$ cat config.mk
export PLATFORM = sky130hd
export DESIGN_NAME = lpct_top
export DESIGN_NICKNAME = d
export VERILOG_FILES = /design/src/rtl/lpct_pkg.sv /design/src/rtl/lpct_rst_sync.sv /design/src/rtl/lpct_regs.sv /design/src/rtl/lpct_src.sv /design/src/rtl/lpct_core.sv /design/src/rtl/lpct_top.sv
export SDC_FILE = /design/constraint.sdc
export NUM_CORES = 1
export LEC_CHECK = 0
export ABC_AREA = 1
export ABC_CLOCK_PERIOD_IN_PS = 2500
export CORE_UTILIZATION = 50
export DETAILED_ROUTE_END_ITERATION = 16
export HOLD_SLACK_MARGIN = 0.15
export PLACE_DENSITY = 0.8
export SLEW_MARGIN = 20
export SYNTH_ARGS = -nofsm -noshare
export SYNTH_HDL_FRONTEND = slang
export SYNTH_SLANG_ARGS = --single-unit
$ cat constraint.sdc
create_clock -name clk -period 2.5 [get_ports clk]
set_input_delay 0.375 -clock clk [delete_from_list [all_inputs] [get_ports clk]]
set_output_delay 0.375 -clock clk [all_outputs]
set_load 0.005 [all_outputs]
$ cat src/rtl/lpct_pkg.sv
package lpct_pkg;

  localparam int unsigned LPCT_CNT_W = 16;

  typedef enum logic [1:0] {
    A_CTRL = 2'd0,
    A_CMP  = 2'd1,
    A_CNT  = 2'd2,
    A_NONE = 2'd3
  } lpct_addr_e;

  // control field positions (software visible)
  localparam int unsigned B_EN   = 0;
  localparam int unsigned B_PULS = 1;
  localparam int unsigned B_PBYP = 2;
  localparam int unsigned B_FBYP = 3;
  localparam int unsigned B_TIE  = 4;
  localparam int unsigned B_FREE = 5;
  localparam int unsigned B_FLAG = 7;

  typedef struct packed {
    logic free_run;
    logic irq_en;
    logic filt_byp;
    logic presc_byp;
    logic pulse_mode;
    logic en;
  } lpct_cfg_t;

endpackage

$ cat src/rtl/lpct_rst_sync.sv
module lpct_rst_sync #(
  parameter int unsigned STAGES = 2
) (
  input  logic clk,
  input  logic arst_n,
  output logic srst_n
);
  localparam int unsigned LAST = STAGES - 1;

  logic [STAGES-1:0] sync_q;
  logic [STAGES-1:0] sync_d;

  always_comb begin
    sync_d = {sync_q[STAGES-2:0], 1'b1};
  end

  always_ff @(posedge clk or negedge arst_n) begin
    if (!arst_n) sync_q <= '0;
    else         sync_q <= sync_d;
  end

  assign srst_n = sync_q[LAST];
endmodule

$ cat src/rtl/lpct_regs.sv
module lpct_regs
  import lpct_pkg::*;
#(
  parameter int unsigned CNT_W = LPCT_CNT_W
) (
  input  logic             clk,
  input  logic             rst_n,
  input  logic             bus_wr,
  input  logic [1:0]       bus_addr,
  input  logic [CNT_W-1:0] bus_wdata,
  input  logic [CNT_W-1:0] cnt,
  input  logic             flag,
  output lpct_cfg_t        cfg,
  output logic [CNT_W-1:0] cmp,
  output logic             flag_clr,
  output logic [CNT_W-1:0] bus_rdata
);
  localparam int unsigned CTRL_W = B_FLAG + 1;

  lpct_cfg_t        cfg_q, cfg_d;
  logic [CNT_W-1:0] cmp_q, cmp_d;
  logic [CNT_W-1:0] snap_q, snap_d;
  logic             ctrl_we, cmp_we, snap_we;
  logic [CTRL_W-1:0] ctrl_view;
  logic             wdata_unused;

  assign wdata_unused = ^bus_wdata[CNT_W-1:B_FLAG+1] ^ bus_wdata[6];

  // write decode; compare is locked while running with flag clear
  always_comb begin
    ctrl_we  = bus_wr && (bus_addr == A_CTRL);
    cmp_we   = bus_wr && (bus_addr == A_CMP) && (!cfg_q.en || flag);
    snap_we  = bus_wr && (bus_addr == A_CNT);
    flag_clr = ctrl_we && bus_wdata[B_FLAG];
  end

  always_comb begin
    cfg_d  = cfg_q;
    cmp_d  = cmp_q;
    snap_d = snap_q;
    if (ctrl_we) begin
      cfg_d.en         = bus_wdata[B_EN];
      cfg_d.pulse_mode = bus_wdata[B_PULS];
      cfg_d.presc_byp  = bus_wdata[B_PBYP];
      cfg_d.filt_byp   = bus_wdata[B_FBYP];
      cfg_d.irq_en     = bus_wdata[B_TIE];
      cfg_d.free_run   = bus_wdata[B_FREE];
    end
    if (cmp_we)  cmp_d  = bus_wdata;
    if (snap_we) snap_d = cnt;
  end

  always_ff @(posedge clk or negedge rst_n) begin
    if (!rst_n) begin
      cfg_q  <= '0;
      cmp_q  <= '0;
      snap_q <= '0;
    end else begin
      cfg_q  <= cfg_d;
      cmp_q  <= cmp_d;
      snap_q <= snap_d;
    end
  end

  always_comb begin
    ctrl_view         = '0;
    ctrl_view[B_EN]   = cfg_q.en;
    ctrl_view[B_PULS] = cfg_q.pulse_mode;
    ctrl_view[B_PBYP] = cfg_q.presc_byp;
    ctrl_view[B_FBYP] = cfg_q.filt_byp;
    ctrl_view[B_TIE]  = cfg_q.irq_en;
    ctrl_view[B_FREE] = cfg_q.free_run;
    ctrl_view[B_FLAG] = flag;
  end

  always_comb begin
    bus_rdata = '0;
    unique case (bus_addr)
      A_CTRL:  bus_rdata[CTRL_W-1:0] = ctrl_view;
      A_CMP:   bus_rdata = cmp_q;
      A_CNT:   bus_rdata = snap_q;
      default: bus_rdata = '0;
    endcase
  end

  assign cfg = cfg_q;
  assign cmp = cmp_q;

  AST_CMP_LOCKED: assert property (@(posedge clk) disable iff (!rst_n)
    (bus_wr && bus_addr == A_CMP && cfg_q.en && !flag) |=> $stable(cmp_q));
  AST_SNAP_TAKE: assert property (@(posedge clk) disable iff (!rst_n)
    (bus_wr && bus_addr == A_CNT) |=> (snap_q == $past(cnt)));
endmodule

$ cat src/rtl/lpct_src.sv
module lpct_src
  import lpct_pkg::*;
(
  input  logic      clk,
  input  logic      rst_n,
  input  lpct_cfg_t cfg,
  input  logic      dbg_halt,
  input  logic      presc_clk,
  input  logic      presc_out,
  input  logic      pin_in,
  input  logic      filt_pulse,
  output logic      inc
);
  logic prev_q, prev_d;
  logic pin_rise, time_evt, pulse_evt;

  // previous level is forced high while stopped, so a high input at start is not an edge
  always_comb begin
    prev_d = cfg.en ? pin_in : 1'b1;
  end

  always_ff @(posedge clk or negedge rst_n) begin
    if (!rst_n) prev_q <= 1'b1;
    else        prev_q <= prev_d;
  end

  always_comb begin
    pin_rise  = pin_in && !prev_q;
    time_evt  = !dbg_halt && (cfg.presc_byp ? presc_clk : presc_out);
    pulse_evt = cfg.filt_byp ? pin_rise : filt_pulse;
    inc       = cfg.en && (cfg.pulse_mode ? pulse_evt : time_evt);
  end

  AST_NO_START_EDGE: assert property (@(posedge clk) disable iff (!rst_n)
    (cfg.en && !$past(cfg.en) && cfg.pulse_mode && cfg.filt_byp) |-> !inc);
  AST_EDGE_ONLY: assert property (@(posedge clk) disable iff (!rst_n)
    (cfg.en && $past(cfg.en) && cfg.pulse_mode && cfg.filt_byp && inc)
      |-> (pin_in && !$past(pin_in)));
endmodule

$ cat src/rtl/lpct_core.sv
module lpct_core
  import lpct_pkg::*;
#(
  parameter int unsigned CNT_W = LPCT_CNT_W
) (
  input  logic             clk,
  input  logic             rst_n,
  input  logic             en,
  input  logic             free_run,
  input  logic             inc,
  input  logic [CNT_W-1:0] cmp,
  input  logic             flag_clr,
  output logic [CNT_W-1:0] cnt,
  output logic             flag,
  output logic             trig
);
  localparam logic [CNT_W-1:0] ONE = CNT_W'(1);

  logic [CNT_W-1:0] cnt_q, cnt_d;
  logic             flag_q, flag_d;
  logic             trig_q, trig_d;
  logic             hit;

  // match needs the count sitting on compare AND an increment arriving
  always_comb begin
    hit = inc && (cnt_q == cmp);
  end

  always_comb begin
    cnt_d = cnt_q;
    if (!en)                   cnt_d = '0;
    else if (hit && !free_run) cnt_d = '0;
    else if (inc)              cnt_d = cnt_q + ONE;
    flag_d = hit || (flag_q && !flag_clr);
    trig_d = hit;
  end

  always_ff @(posedge clk or negedge rst_n) begin
    if (!rst_n) begin
      cnt_q  <= '0;
      flag_q <= 1'b0;
      trig_q <= 1'b0;
    end else begin
      cnt_q  <= cnt_d;
      flag_q <= flag_d;
      trig_q <= trig_d;
    end
  end

  assign cnt  = cnt_q;
  assign flag = flag_q;
  assign trig = trig_q;

  AST_OFF_CLEARS: assert property (@(posedge clk) disable iff (!rst_n)
    !en |=> (cnt_q == '0));
  AST_MATCH_RESTART: assert property (@(posedge clk) disable iff (!rst_n)
    (en && hit && !free_run) |=> (cnt_q == '0));
  AST_CNT_STEP: assert property (@(posedge clk) disable iff (!rst_n)
    (cnt_q != $past(cnt_q)) |-> ((cnt_q == $past(cnt_q) + ONE) || (cnt_q == '0)));
  AST_TRIG_FLAG: assert property (@(posedge clk) disable iff (!rst_n)
    trig_q |-> flag_q);
  AST_FLAG_STICKY: assert property (@(posedge clk) disable iff (!rst_n)
    (flag_q && !flag_clr) |=> flag_q);
endmodule

$ cat src/rtl/lpct_top.sv
module lpct_top
  import lpct_pkg::*;
#(
  parameter int unsigned CNT_W    = LPCT_CNT_W,
  parameter int unsigned RST_SYNC = 2
) (
  input  logic             clk,
  input  logic             rst_n,
  input  logic             dbg_halt,
  input  logic             presc_clk,
  input  logic             presc_out,
  input  logic             pin_in,
  input  logic             filt_pulse,
  input  logic             bus_wr,
  input  logic [1:0]       bus_addr,
  input  logic [CNT_W-1:0] bus_wdata,
  output logic [CNT_W-1:0] bus_rdata,
  output logic             irq,
  output logic             trig
);
  logic             rst_int_n;
  lpct_cfg_t        cfg;
  logic [CNT_W-1:0] cmp, cnt;
  logic             flag, flag_clr, inc;

  lpct_rst_sync #(.STAGES(RST_SYNC)) u_rst (
    .clk    (clk),
    .arst_n (rst_n),
    .srst_n (rst_int_n)
  );

  lpct_regs #(.CNT_W(CNT_W)) u_regs (
    .clk       (clk),
    .rst_n     (rst_int_n),
    .bus_wr    (bus_wr),
    .bus_addr  (bus_addr),
    .bus_wdata (bus_wdata),
    .cnt       (cnt),
    .flag      (flag),
    .cfg       (cfg),
    .cmp       (cmp),
    .flag_clr  (flag_clr),
    .bus_rdata (bus_rdata)
  );

  lpct_src u_src (
    .clk        (clk),
    .rst_n      (rst_int_n),
    .cfg        (cfg),
    .dbg_halt   (dbg_halt),
    .presc_clk  (presc_clk),
    .presc_out  (presc_out),
    .pin_in     (pin_in),
    .filt_pulse (filt_pulse),
    .inc        (inc)
  );

  lpct_core #(.CNT_W(CNT_W)) u_core (
    .clk      (clk),
    .rst_n    (rst_int_n),
    .en       (cfg.en),
    .free_run (cfg.free_run),
    .inc      (inc),
    .cmp      (cmp),
    .flag_clr (flag_clr),
    .cnt      (cnt),
    .flag     (flag),
    .trig     (trig)
  );

  assign irq = flag && cfg.irq_en;

  AST_HALT_FREEZE: assert property (@(posedge clk) disable iff (!rst_int_n)
    (cfg.en && !cfg.pulse_mode && dbg_halt) |=> ((cnt == $past(cnt)) || (cnt == '0)));
endmodule

# Word-level counts from Yosys, hierarchy flattened
# Cells that the tools add are included.
word_totals:
  regBits: 59
  input_bits: 26
  output_inout_bits: 18
  elab_cells: 47
classes:
  add_sub_neg: 1
  eq_ne: 4
  mux: 9
  n_reduce_logical: 20
ops:
  columns: ["op", "count"]
  rows:
  - ["16-bit 2-to-1 mux", 3]
  - ["8-bit case mux with 3 select lines", 1]
  - ["16-bit by 1-bit adder with 16-bit output, second input constant", 1]
  - ["16-bit == test", 1]
  - ["8-bit case mux with 2 select lines", 1]
  - ["1-bit logical AND", 12]
  - ["1-bit zero test", 5]
  - ["1-bit 2-to-1 mux", 4]
  - ["3-bit by 1-bit inequality test with 1-bit output, second input constant", 1]
  - ["2-bit by 1-bit == test with 1-bit output, second input constant", 1]
  - ["2-bit == test, second input constant", 1]
  - ["2-bit zero test", 1]
  - ["1-bit logical OR", 2]

# Depth between registers and ports, before layout
depth:
  ltp_word: 9
  ltp_mapped: 10
  ltp_nobuf: 9

# Modules after synthesis
# Synthesis repeated with hierarchy kept, for this count alone.
unflattened:
  cells_unflattened: 531
  hier_area_um2: 3553.4
modules_own_cells:
  columns: ["mod", "n_inst", "cells_per_inst", "area_each_um2", "seq_area_each_um2"]
  rows:
  - ["lpct_regs", 1, 252, 1904.3, 950.9]
  - ["lpct_core", 1, 258, 1501.4, 450.4]
  - ["lpct_src", 1, 16, 86.3, 26.3]
  - ["lpct_rst_sync", 1, 3, 53.8, 50.0]
  - ["lpct_top", 1, 2, 7.5, 0.0]

# Least setup slack after synthesis
# OpenSTA, ideal clock, no wires.
synth_timing:
  path_kind: "input to output"
  startpoint: "input bus_addr[0]"
  endpoint: "output bus_rdata[12]"
  t_arrival_ps: 1312
  required_time_ps: 2125
  setup_slack_ps: 813
  stages: 6
  n_path_buf: 2
  path_cell_list: "inv_1 ha_1 clkbuf_1 clkbuf_1 nand2_1 a21oi_1"
synth_via:
  elab_chain_cells: 2
  word_cells_on_any_way: 3
  cone_classes: "eq/ne: 2; mux: 1"
synth_lines:
  columns: ["element", "line", "text"]
  rows:
  - ["start: declaration", "lpct_top.sv:15", "input logic [1:0] bus_addr,"]
  - ["2-bit == test or 2-bit by 1-bit == test with 1-bit output (tied branches)", "lpct_regs.sv:78", "unique case (bus_addr)"]
  - ["8-bit case mux with 2 select lines (*)", "lpct_regs.sv:78", null]
  - ["end: declaration", "lpct_top.sv:17", "output logic [CNT_W-1:0] bus_rdata,"]
# Mark *: on every way between the ends. The rest lies on a longest branch, timed or not.

# Worst setup path in the final report
layout_timing:
  startpoint: "input bus_addr[1]"
  endpoint: "output bus_rdata[12]"
# Same word-level chain as after synthesis.

==> out/metrics.yaml <==
grt_usage_pct: 23.8
die_h_um: 81.3
post_cts_resized: 0
synthToLayoutAreaGrowth_pct: 22.7
timing.hold.ws_ns: 0.194
fin_skew_ns: 0.00445
avgViaCountPerCell: 5.09
grt.overflow.total: 0
synth-compound-area-share_pct: 7.87
hold_viol_final: 0
grt_first_pass_wirelength_um: 11700
final_common_cell: "nand2_1"
required_ns: 2.12
fin_util_pct: 64.5
gp_congestion: 0.856
synthMuxAreaShare_pct: 1.43
ant_nets: 0
clk_latency_ns: 0.33
core_area_um2: 5990
critPathArrivalTime_ns: 2.14
via_count: 2828
start_util_pct: 52.5
use_met1_pct: 30.5
synth-async-reset-ratio_pct: 100
cap_violations: 0
cts_tree: "built"
synth_edf_count: 0
cpLargestDelayFamily: "buffers and inverters"
syn_nets: 458
portBuffers: 43
grt_pass1_vias: 2615
clockRootBuffer: "clkbuf_8"
met3_usage_pct: 4.61
dp_cells: 541
max_stage_delay_ns: 0.54
startpoint: "bus_addr[1]"
grt_use_met2_pct: 38.4
slew_headroom_pct: 53.9
firstDrtPassIters: 4
drc: 0
drive_gt1_share_pct: 7.69
outcome: "finished, violations left"
max_freq_mhz: 398
cts_buffer_depth: 2
crit_path_top_delay_cell: "clkdlybuf4s50_1"
tightest_slew_ns: 0.690
totalWireLength_um: 7070
crit_fanout: 8
finalCritPeriodShare_pct: 101
io-pin-count: 44
ys_warn_count: 0
synth_area_um2: 3150
peakVddDrop_mv: 0.399
synth_xor_area_share_pct: 3.90
fp.dieW_um: 81.3
hold_path_class: "input port to asynchronous set/reset pin"
drt-wirelength-per-cell_um: 12.7
final_cells: 556
htree_levels: 3
nNetsFinal: 508
grt_max_degree: 38
hpwlAfterDp_um: 5180
synth-seq-cells: 59
pwr_density_cell_nw_per_um2: 600
cellLeakagePower_nw: 1.89
diodes: 0
synth_top_family_by_area: "simple AND/OR/NAND/NOR gates"
critical_path.cell_chain: "clkdlybuf4s50_1 -> inv_1 -> ha_2 -> inv_1 -> a21oi_1 -> clkdlybuf4s50_1"
worstSetupPathType: "input port to primary output"
synth-main-ff-cell: "dfrtp_1"
worst-path-buf-inv: 4
seq_area_frac_synth_pct: 47.0
violations: "setup timing"
ctsHoldBuffers: 0
syn-instance-count: 427
slew_violations: 0
cts_buffers: 9
synth_area_per_cell_um2: 7.37
grt.busiest_layer: "met2"
cp-start-kind: "input port"
clkTransAtPathRegs_ns: 0.06
setup_ws_ns: -0.0152
endpoint_kind: "primary output"
reg2reg_from: "u_regs.cfg[0]$_DFFE_PN0N_"
clkSinkCount: 59
n_fill_cell: 515
rows: 28
synth.distinct_cells: 24
drt_iter0_drc: 224
synth-adder-area-share_pct: 1.99
die_area_um2: 6610
antenna_found_initial: 0
cts_setup_buffers: 0
stdcell_area_um2: 3860
yosys.area_share.simple_pct: 28.2
period_minus_slack_ns: 2.52
rsz0062_at_grt: "true"
mostFrequentLayoutCells: "nand2_1, inv_1, dfrtp_1"
finalSetupViolations: 1
placed_cell_area_um2: 3670
## per-layer routing
layer / vias up / share of wire [%]
met3: 17 / 4.5
met4: 0 / 2.2
li1: 1405 / -
met5: - / 0
met2: 71 / 49
met1: 1335 / 44
## per-stage QoR
stage	TNS (ns)	setup WS (ns)	total power, W
after floorplan	0	0.737	0.00138
after global placement	0	0.0609	0.00152
after detailed placement	0	0.00926	0.00154
after CTS	0	0.000195	0.00233
after global routing	-0.330	-0.0622	0.00244
final	-0.0152	-0.0152	0.00232
## registers in the layout, summed over array words and instances (netlist names)
register and cells:
u_regs.cmp 16, u_core.trig 1, u_regs.snap_q 16, u_core.cnt 16, u_core.flag 1, u_rst.sync_q 2, u_src.prev_q 1, u_regs.cfg 6
## final timing paths
path	cells past startpoint	slack, ns	endpoint
min in group clk	0	0.36	u_rst.sync_q[1]$_DFF_PN0_
min	1	0.19	u_rst.sync_q[0]$_DFF_PN0_
min reg2reg	1	0.23	u_regs.cmp[1]$_DFFE_PN0P_
max in group asynchronous	1	1.82	u_src.prev_q$_DFF_PN1_
max	6	-0.02	bus_rdata[12]
max reg2reg	5	0.82	u_regs.cmp[2]$_DFFE_PN0P_
## synth_stat cells, types with 2 or more instances
cell type  number  area, um2
mux2_2          4       45.0
nand2_1       151        567
dfrtp_1        58       1450
buf_6           2       22.5
clkbuf_1        8       30.0
nand3_1        19       95.1
nor2_1         39        146
buf_2           2       10.0
nand4_1         4       25.0
o21ai_0        32        160
buf_4           2       15.0
inv_1          58        218
nor3_1          6       30.0
a21oi_1        15       75.1
xor2_1         14        123
ha_1            5       62.6
## logic make-up (layout without fill, tap and decap cells)
family,count (synthesis),after routing
other cells,1,1
fa+ha+maj,5,5
buf+inv,73,127
mux,4,4
flops,59,59
compound gates,48,48
simple gates,223,223
xor+xnor,14,14
## power breakdown
group / total [W] / internal, W / switching (W)
combinational: 0.000404 / 0.000188 / 0.000215
sequential: 0.00112 / 0.00104 / 0.0000845
clock: 0.000790 / 0.000432 / 0.000358
total: 0.00232 / 0.00166 / 0.000658
## layout make-up
class	count	area, um2	area share (%)
Inverter	59	221	5.74
Sequential cell	59	1480	38.3
Tap cell	75	93.8	2.43
Timing Repair Buffer	53	512	13.3
Clock inverter	2	10.0	0.259
Multi-Input combinational cell	295	1380	35.6
Clock buffer	13	169	4.37
## worst register-to-register path, stage by stage, from the launching register on
cell	delay [ns]
dfrtp_1	0.46
inv_1	0.10
o211ai_2	0.56
buf_4	0.32
nand2_1	0.07
o21ai_0	0.08
No activity file was read; power rests on OpenSTA's default activity.
